===== config.mk =====
export PLATFORM = sky130hd
export DESIGN_NAME = pswdiv_top
export DESIGN_NICKNAME = d
export VERILOG_FILES = /design/src/rtl/pswdiv_pkg.sv /design/src/rtl/pswdiv_sanitize.sv /design/src/rtl/pswdiv_prescaler.sv /design/src/rtl/pswdiv_ctrl.sv /design/src/rtl/pswdiv_top.sv
export SDC_FILE = /design/constraint.sdc
export NUM_CORES = 1
export LEC_CHECK = 0
export ABC_AREA = 1
export BUFFER_PORTS_ARGS = -buffer_cell sky130_fd_sc_hd__clkbuf_2
export CAP_MARGIN = 20
export CELL_PAD_IN_SITES_DETAIL_PLACEMENT = 1
export CELL_PAD_IN_SITES_GLOBAL_PLACEMENT = 2
export CORE_UTILIZATION = 36
export CTS_BUF_LIST = sky130_fd_sc_hd__clkbuf_16
export DETAILED_ROUTE_END_ITERATION = 7
export GPL_TIMING_DRIVEN = 0
export PLACE_DENSITY = 0.92
export SYNTH_ARGS = -nofsm -noshare
export SYNTH_HDL_FRONTEND = slang
export SYNTH_SLANG_ARGS = --single-unit

===== constraint.sdc =====
create_clock -name clk -period 3.3 [get_ports clk]
set_input_delay 0.165 -clock clk [delete_from_list [all_inputs] [get_ports clk]]
set_output_delay 0.165 -clock clk [all_outputs]
set_load 0.02 [all_outputs]

===== src/rtl/pswdiv_pkg.sv =====
package pswdiv_pkg;

    typedef enum logic [1:0] {
        PS_IDLE    = 2'd0,
        PS_SWALLOW = 2'd1,
        PS_MAIN    = 2'd2
    } ps_state_t;

endpackage


===== src/rtl/pswdiv_sanitize.sv =====
module pswdiv_sanitize #(
    parameter int CNT_W = 6,
    parameter int B_MIN = 3
) (
    input  logic [CNT_W-1:0] raw_a,
    input  logic [CNT_W-1:0] raw_b,
    output logic [CNT_W-1:0] clean_a,
    output logic [CNT_W-1:0] clean_b
);

    localparam logic [CNT_W-1:0] B_FLOOR = CNT_W'(B_MIN);

    always_comb begin
        clean_b = (raw_b < B_FLOOR) ? B_FLOOR : raw_b;
        clean_a = (raw_a > clean_b) ? clean_b : raw_a;
    end

endmodule


===== src/rtl/pswdiv_prescaler.sv =====
module pswdiv_prescaler #(
    parameter int P_NARROW = 32,
    parameter int P_WIDE   = 64,
    parameter int PRE_W    = 7
) (
    input  logic clk,
    input  logic rst_n,
    input  logic run,
    input  logic wide,
    input  logic mod_hi,
    output logic tc
);

    logic [PRE_W-1:0] cnt_q;
    logic [PRE_W-1:0] base;
    logic [PRE_W-1:0] limit;

    always_comb begin
        base  = wide ? PRE_W'(P_WIDE) : PRE_W'(P_NARROW);
        limit = base + PRE_W'(mod_hi) - PRE_W'(1);
        tc    = run && (cnt_q == limit);
    end

    always_ff @(posedge clk) begin
        if (!rst_n) begin
            cnt_q <= '0;
        end else if (!run || tc) begin
            cnt_q <= '0;
        end else begin
            cnt_q <= cnt_q + PRE_W'(1);
        end
    end

endmodule


===== src/rtl/pswdiv_ctrl.sv =====
module pswdiv_ctrl
    import pswdiv_pkg::*;
#(
    parameter int CNT_W = 6
) (
    input  logic             clk,
    input  logic             rst_n,
    input  logic             load,
    input  logic [CNT_W-1:0] clean_a,
    input  logic [CNT_W-1:0] clean_b,
    input  logic             wide_in,
    input  logic             tc,
    input  logic             period_end,
    output ps_state_t        state,
    output logic [CNT_W-1:0] b_left,
    output logic             cur_wide
);

    localparam logic [CNT_W-1:0] ONE = CNT_W'(1);

    ps_state_t        state_nx;
    logic [CNT_W-1:0] a_left;
    logic [CNT_W-1:0] pend_a;
    logic [CNT_W-1:0] pend_b;
    logic             pend_w;
    logic [CNT_W-1:0] nxt_a;
    logic [CNT_W-1:0] nxt_b;
    logic             nxt_w;

    // values for the next period: a load in the boundary cycle wins
    always_comb begin
        nxt_a = load ? clean_a : pend_a;
        nxt_b = load ? clean_b : pend_b;
        nxt_w = load ? wide_in : pend_w;
    end

    always_comb begin
        state_nx = state;
        unique case (state)
            PS_IDLE: begin
                if (load) begin
                    state_nx = (clean_a != '0) ? PS_SWALLOW : PS_MAIN;
                end
            end
            PS_SWALLOW: begin
                if (period_end) begin
                    state_nx = (nxt_a != '0) ? PS_SWALLOW : PS_MAIN;
                end else if (tc && (a_left == ONE)) begin
                    state_nx = PS_MAIN;
                end
            end
            PS_MAIN: begin
                if (period_end) begin
                    state_nx = (nxt_a != '0) ? PS_SWALLOW : PS_MAIN;
                end
            end
            default: state_nx = PS_IDLE;
        endcase
    end

    always_ff @(posedge clk) begin
        if (!rst_n) begin
            state <= PS_IDLE;
        end else begin
            state <= state_nx;
        end
    end

    always_ff @(posedge clk) begin
        if (!rst_n) begin
            pend_a <= '0;
            pend_b <= '0;
            pend_w <= 1'b0;
        end else if (load) begin
            pend_a <= clean_a;
            pend_b <= clean_b;
            pend_w <= wide_in;
        end
    end

    always_ff @(posedge clk) begin
        if (!rst_n) begin
            a_left   <= '0;
            b_left   <= '0;
            cur_wide <= 1'b0;
        end else if ((state == PS_IDLE) && load) begin
            a_left   <= clean_a;
            b_left   <= clean_b;
            cur_wide <= wide_in;
        end else if (period_end) begin
            a_left   <= nxt_a;
            b_left   <= nxt_b;
            cur_wide <= nxt_w;
        end else if ((state != PS_IDLE) && tc) begin
            b_left <= b_left - ONE;
            if (state == PS_SWALLOW) begin
                a_left <= a_left - ONE;
            end
        end
    end

endmodule


===== src/rtl/pswdiv_top.sv =====
module pswdiv_top
    import pswdiv_pkg::*;
#(
    parameter int CNT_W    = 6,
    parameter int B_MIN    = 3,
    parameter int P_NARROW = 32,
    parameter int P_WIDE   = 64
) (
    input  logic             clk,
    input  logic             rst_n,
    input  logic             load,
    input  logic [CNT_W-1:0] swallow_a,
    input  logic [CNT_W-1:0] main_b,
    input  logic             wide_sel,
    output logic             div_out,
    output logic             mod_ctl
);

    localparam int PRE_W = $clog2(P_WIDE + 2);

    logic [CNT_W-1:0] clean_a;
    logic [CNT_W-1:0] clean_b;
    logic [CNT_W-1:0] b_left;
    logic             cur_wide;
    logic             tc;
    logic             period_end;
    logic             running;
    logic             div_q;
    ps_state_t        state;

    pswdiv_sanitize #(
        .CNT_W (CNT_W),
        .B_MIN (B_MIN)
    ) u_san (
        .raw_a   (swallow_a),
        .raw_b   (main_b),
        .clean_a (clean_a),
        .clean_b (clean_b)
    );

    pswdiv_prescaler #(
        .P_NARROW (P_NARROW),
        .P_WIDE   (P_WIDE),
        .PRE_W    (PRE_W)
    ) u_pre (
        .clk    (clk),
        .rst_n  (rst_n),
        .run    (running),
        .wide   (cur_wide),
        .mod_hi (mod_ctl),
        .tc     (tc)
    );

    pswdiv_ctrl #(
        .CNT_W (CNT_W)
    ) u_ctrl (
        .clk        (clk),
        .rst_n      (rst_n),
        .load       (load),
        .clean_a    (clean_a),
        .clean_b    (clean_b),
        .wide_in    (wide_sel),
        .tc         (tc),
        .period_end (period_end),
        .state      (state),
        .b_left     (b_left),
        .cur_wide   (cur_wide)
    );

    always_comb begin
        running    = (state != PS_IDLE);
        mod_ctl    = (state == PS_SWALLOW);
        period_end = running && tc && (b_left == CNT_W'(1));
    end

    // output process: registered divided pulse
    always_ff @(posedge clk) begin
        if (!rst_n) begin
            div_q <= 1'b0;
        end else begin
            div_q <= period_end;
        end
    end

    assign div_out = div_q;

endmodule


==> results.ini <==
[run_status]
status = finished, final reports clean

[global_routing]
grt_use_met3 = 0.03667
grt_antenna_before_repair = 0
gr-usage-met1 = 0.2544
grt_usage = 0.1921
overflow = 0
gr-max-usage-layer = met2
grt_first_pass_wirelength_um = 9604
grt_pass1_vias = 1988
grt_start_max_net_pins = 12
grtUsageMet2 = 0.3231

[cts]
cts_sinks = 36
cts_buffers = 5
cts.repair.resized = 0
cts_tree = yes
cts_root_buf = clkbuf_16
clkSlewWorstSetupHoldPaths_ps = 60
cts_hold_buf = 0
insertion_delay_ps = 280
cts-htree-levels = 2
cts_setup_buffers = 0
clk_path_buf_depth = 2

[sta]
relSlewSlack = 0.6411
skew_ps = 9.122
setup_viol = 0
grt_setup_unrepaired = false
finalHoldViolations = 0
period_share = 0.8009
slew_violations = 0
tightest_slew_ps = 538.3
tns_ps = 0
min_period_ps = 2643
fmax_mhz = 378.4
setup_slack_ps = 657.2

[layout]
nNetsFinal = 378
final_core_util = 0.4367
seq_area_sq_um = 720.7
final_common_cell = nand2_1
drive_gt1_frac = 0.1567
final_cell_count_no_fill = 426
multiInputGateArea_sq_um = 1379
final_cell_mix = 72 x nand2_1, 39 x nor2_1, 36 x inv_1, 36 x dfxtp_1, 23 x nand3_1
fillers = 792
area_delta_synth_final_pct = 14.98
diodes = 0

[drt]
avgRoutedWirePerCell_um = 13.89
ant_nets = 0
routed_wirelength_um = 5919
drc = 0
vias = 2124
drt_pre_antenna_iters = 4
vias_per_cell = 4.986
drt_iter0_drc = 96

[hold_path]
min-delay-start = wide_sel
hold_class = input pin to flip-flop
whs_path_depth = 3
min_to = u_ctrl.pend_w

[die]
dieWidth_um = 81.73
rows = 28
die_h_um = 81.73
initial_utilization = 0.3798
ios = 18
die_area_sq_um = 6680
core_area_sq_um = 6026

[place]
dp_slack_ps = 677.8
dp.cells = 418
port_buffers = 17
dp_hpwl_um = 4863
place.gp.congestion = 0.8706

[critical_path]
cp-start-kind = flip-flop
r2r_start = u_ctrl.state[1]
r2r_slack_ps = 660
crit_type = flip-flop to flip-flop
arrival_ps = 2800
crit_fanout = 9
required_ps = 3460
worst-r2r-cell-count = 11
reg2reg_to = u_ctrl.a_left[1]
cp-end-kind = flip-flop

[synth]
syn_area_sq_um = 2288
synth.distinct_cells = 44
ys_warn_count = 0
ys_ff_latch = 36
avgSynthCellArea_sq_um = 7.020
synth_edf_count = 0
ys_seq_area_frac = 0.3149
postSynthCellCount = 326
synthArstFlopShare = 0
syn_nets = 354
ys.flop_type = dfxtp_1

[power]
peakVddDrop_mv = 0.3074
p_seq_frac = 0.308
clkPwrFrac = 0.272
powerDensity_nw_per_um2 = 733.0
p_sw_uw = 767.8
p_comb_frac = 0.421
power_leakage_nw = 1.225
swShare = 0.3981
p_int_mw = 1.161

[job]
drv_cap = 0

power by group through the flow:
| stage | Clock [mW] | Combinational (mW) | Sequential [mW] |
|---|---|---|---|
| after detailed placement | 0 | 0.806 | 0.600 |
| after global routing | 0.553 | 0.921 | 0.603 |
| after global placement | 0 | 0.784 | 0.596 |
| after floorplan | 0 | 0.637 | 0.581 |
| after CTS | 0.534 | 0.815 | 0.592 |
| final | 0.524 | 0.811 | 0.593 |
cells in the mapped netlist, types with 3 or more instances:
cell type  instances  share of area
a21oi_1           17          0.037
and2_1             4          0.011
clkbuf_1           3         0.0049
dfxtp_1           36           0.31
ha_1              12          0.066
inv_1             35          0.057
inv_2              4         0.0066
nand2_1           72           0.12
nand2_2            4          0.011
nand3_1           23          0.050
nor2_1            39          0.064
nor2_2             4          0.011
o21ai_0           15          0.033
o21ai_1            7          0.015
o22ai_1            5          0.014
xnor2_1            3          0.011
xor2_1             8          0.031
worst max-delay path by stage:
stage | from | end | slack [ps] | cells after the start
after floorplan | u_ctrl.state[0] | u_ctrl.a_left[3] | 1110 | 12
after detailed placement | u_ctrl.state[1] | u_ctrl.a_left[1] | 680 | 11
final | u_ctrl.state[1] | u_ctrl.a_left[1] | 660 | 11
after global placement | u_ctrl.state[0] | u_ctrl.a_left[1] | 760 | 12
after global routing | u_ctrl.state[0] | u_ctrl.a_left[1] | 470 | 12
after CTS | u_ctrl.state[1] | u_ctrl.a_left[1] | 660 | 11
final cells by class:
class	instances	share of cell area
Sequential cell	36	0.2739
Multi-Input combinational cell	243	0.5240
Clock buffer	5	0.04755
Tap cell	75	0.03566
Clock inverter	3	0.01474
Buffer	5	0.009035
Inverter	42	0.06277
Timing Repair Buffer	17	0.03233
worst max-delay path, cell delays in order, from the launching register on:
cell and delay [ps]:
dfxtp_1 570, nor2_8 110, ha_1 320, xor2_1 160, nor2_1 210, nand4_4 210
nor2_4 180, inv_2 90, nand2_4 130, o21ai_4 120, nor3_1 320, nor2_1 90
per-stage QoR:
| step | instance area [sq um] | total power, mW | hold WS [ps] |
|---|---|---|---|
| 2_1_floorplan | 2288 | 1.218 | 303.4 |
| 3_3_place_gp | 2467 | 1.380 | 441.1 |
| 3_5_place_dp | 2467 | 1.406 | 461.6 |
| 4_1_cts | 2631 | 1.941 | 175.0 |
| 5_1_grt | 2631 | 2.077 | 175.7 |
| 6_report | 2631 | 1.929 | 171.6 |
routing by layer:
| metal | vias to the layer above | share of wire |
|---|---|---|
| met2 | 21 | 0.48 |
| li1 | 1102 | - |
| met4 | 0 | 0.0046 |
| met1 | 999 | 0.49 |
| met5 | - | 0 |
| met3 | 2 | 0.028 |
cell families after synthesis:
logic type | count (synthesis) | share of synthesized area
AO/OA/AOI/OAI | 56 | 0.1443
XOR/XNOR | 11 | 0.04210
multiplexers | 1 | 0.004374
AND/OR/NAND/NOR | 163 | 0.3461
buffers and inverters | 47 | 0.08256
flip-flops | 36 | 0.3149
adder cells (fa/ha/maj) | 12 | 0.06561
flip-flops by register name, indices dropped and copies added, names as in the netlist:
name	cells
div_out	1
u_ctrl.a_left	6
u_ctrl.b_left	6
u_ctrl.cur_wide	1
u_ctrl.pend_a	6
u_ctrl.pend_b	6
u_ctrl.pend_w	1
u_ctrl.state	2
u_pre.cnt_q	7
Note: power is estimated with default switching activity, not from simulation.
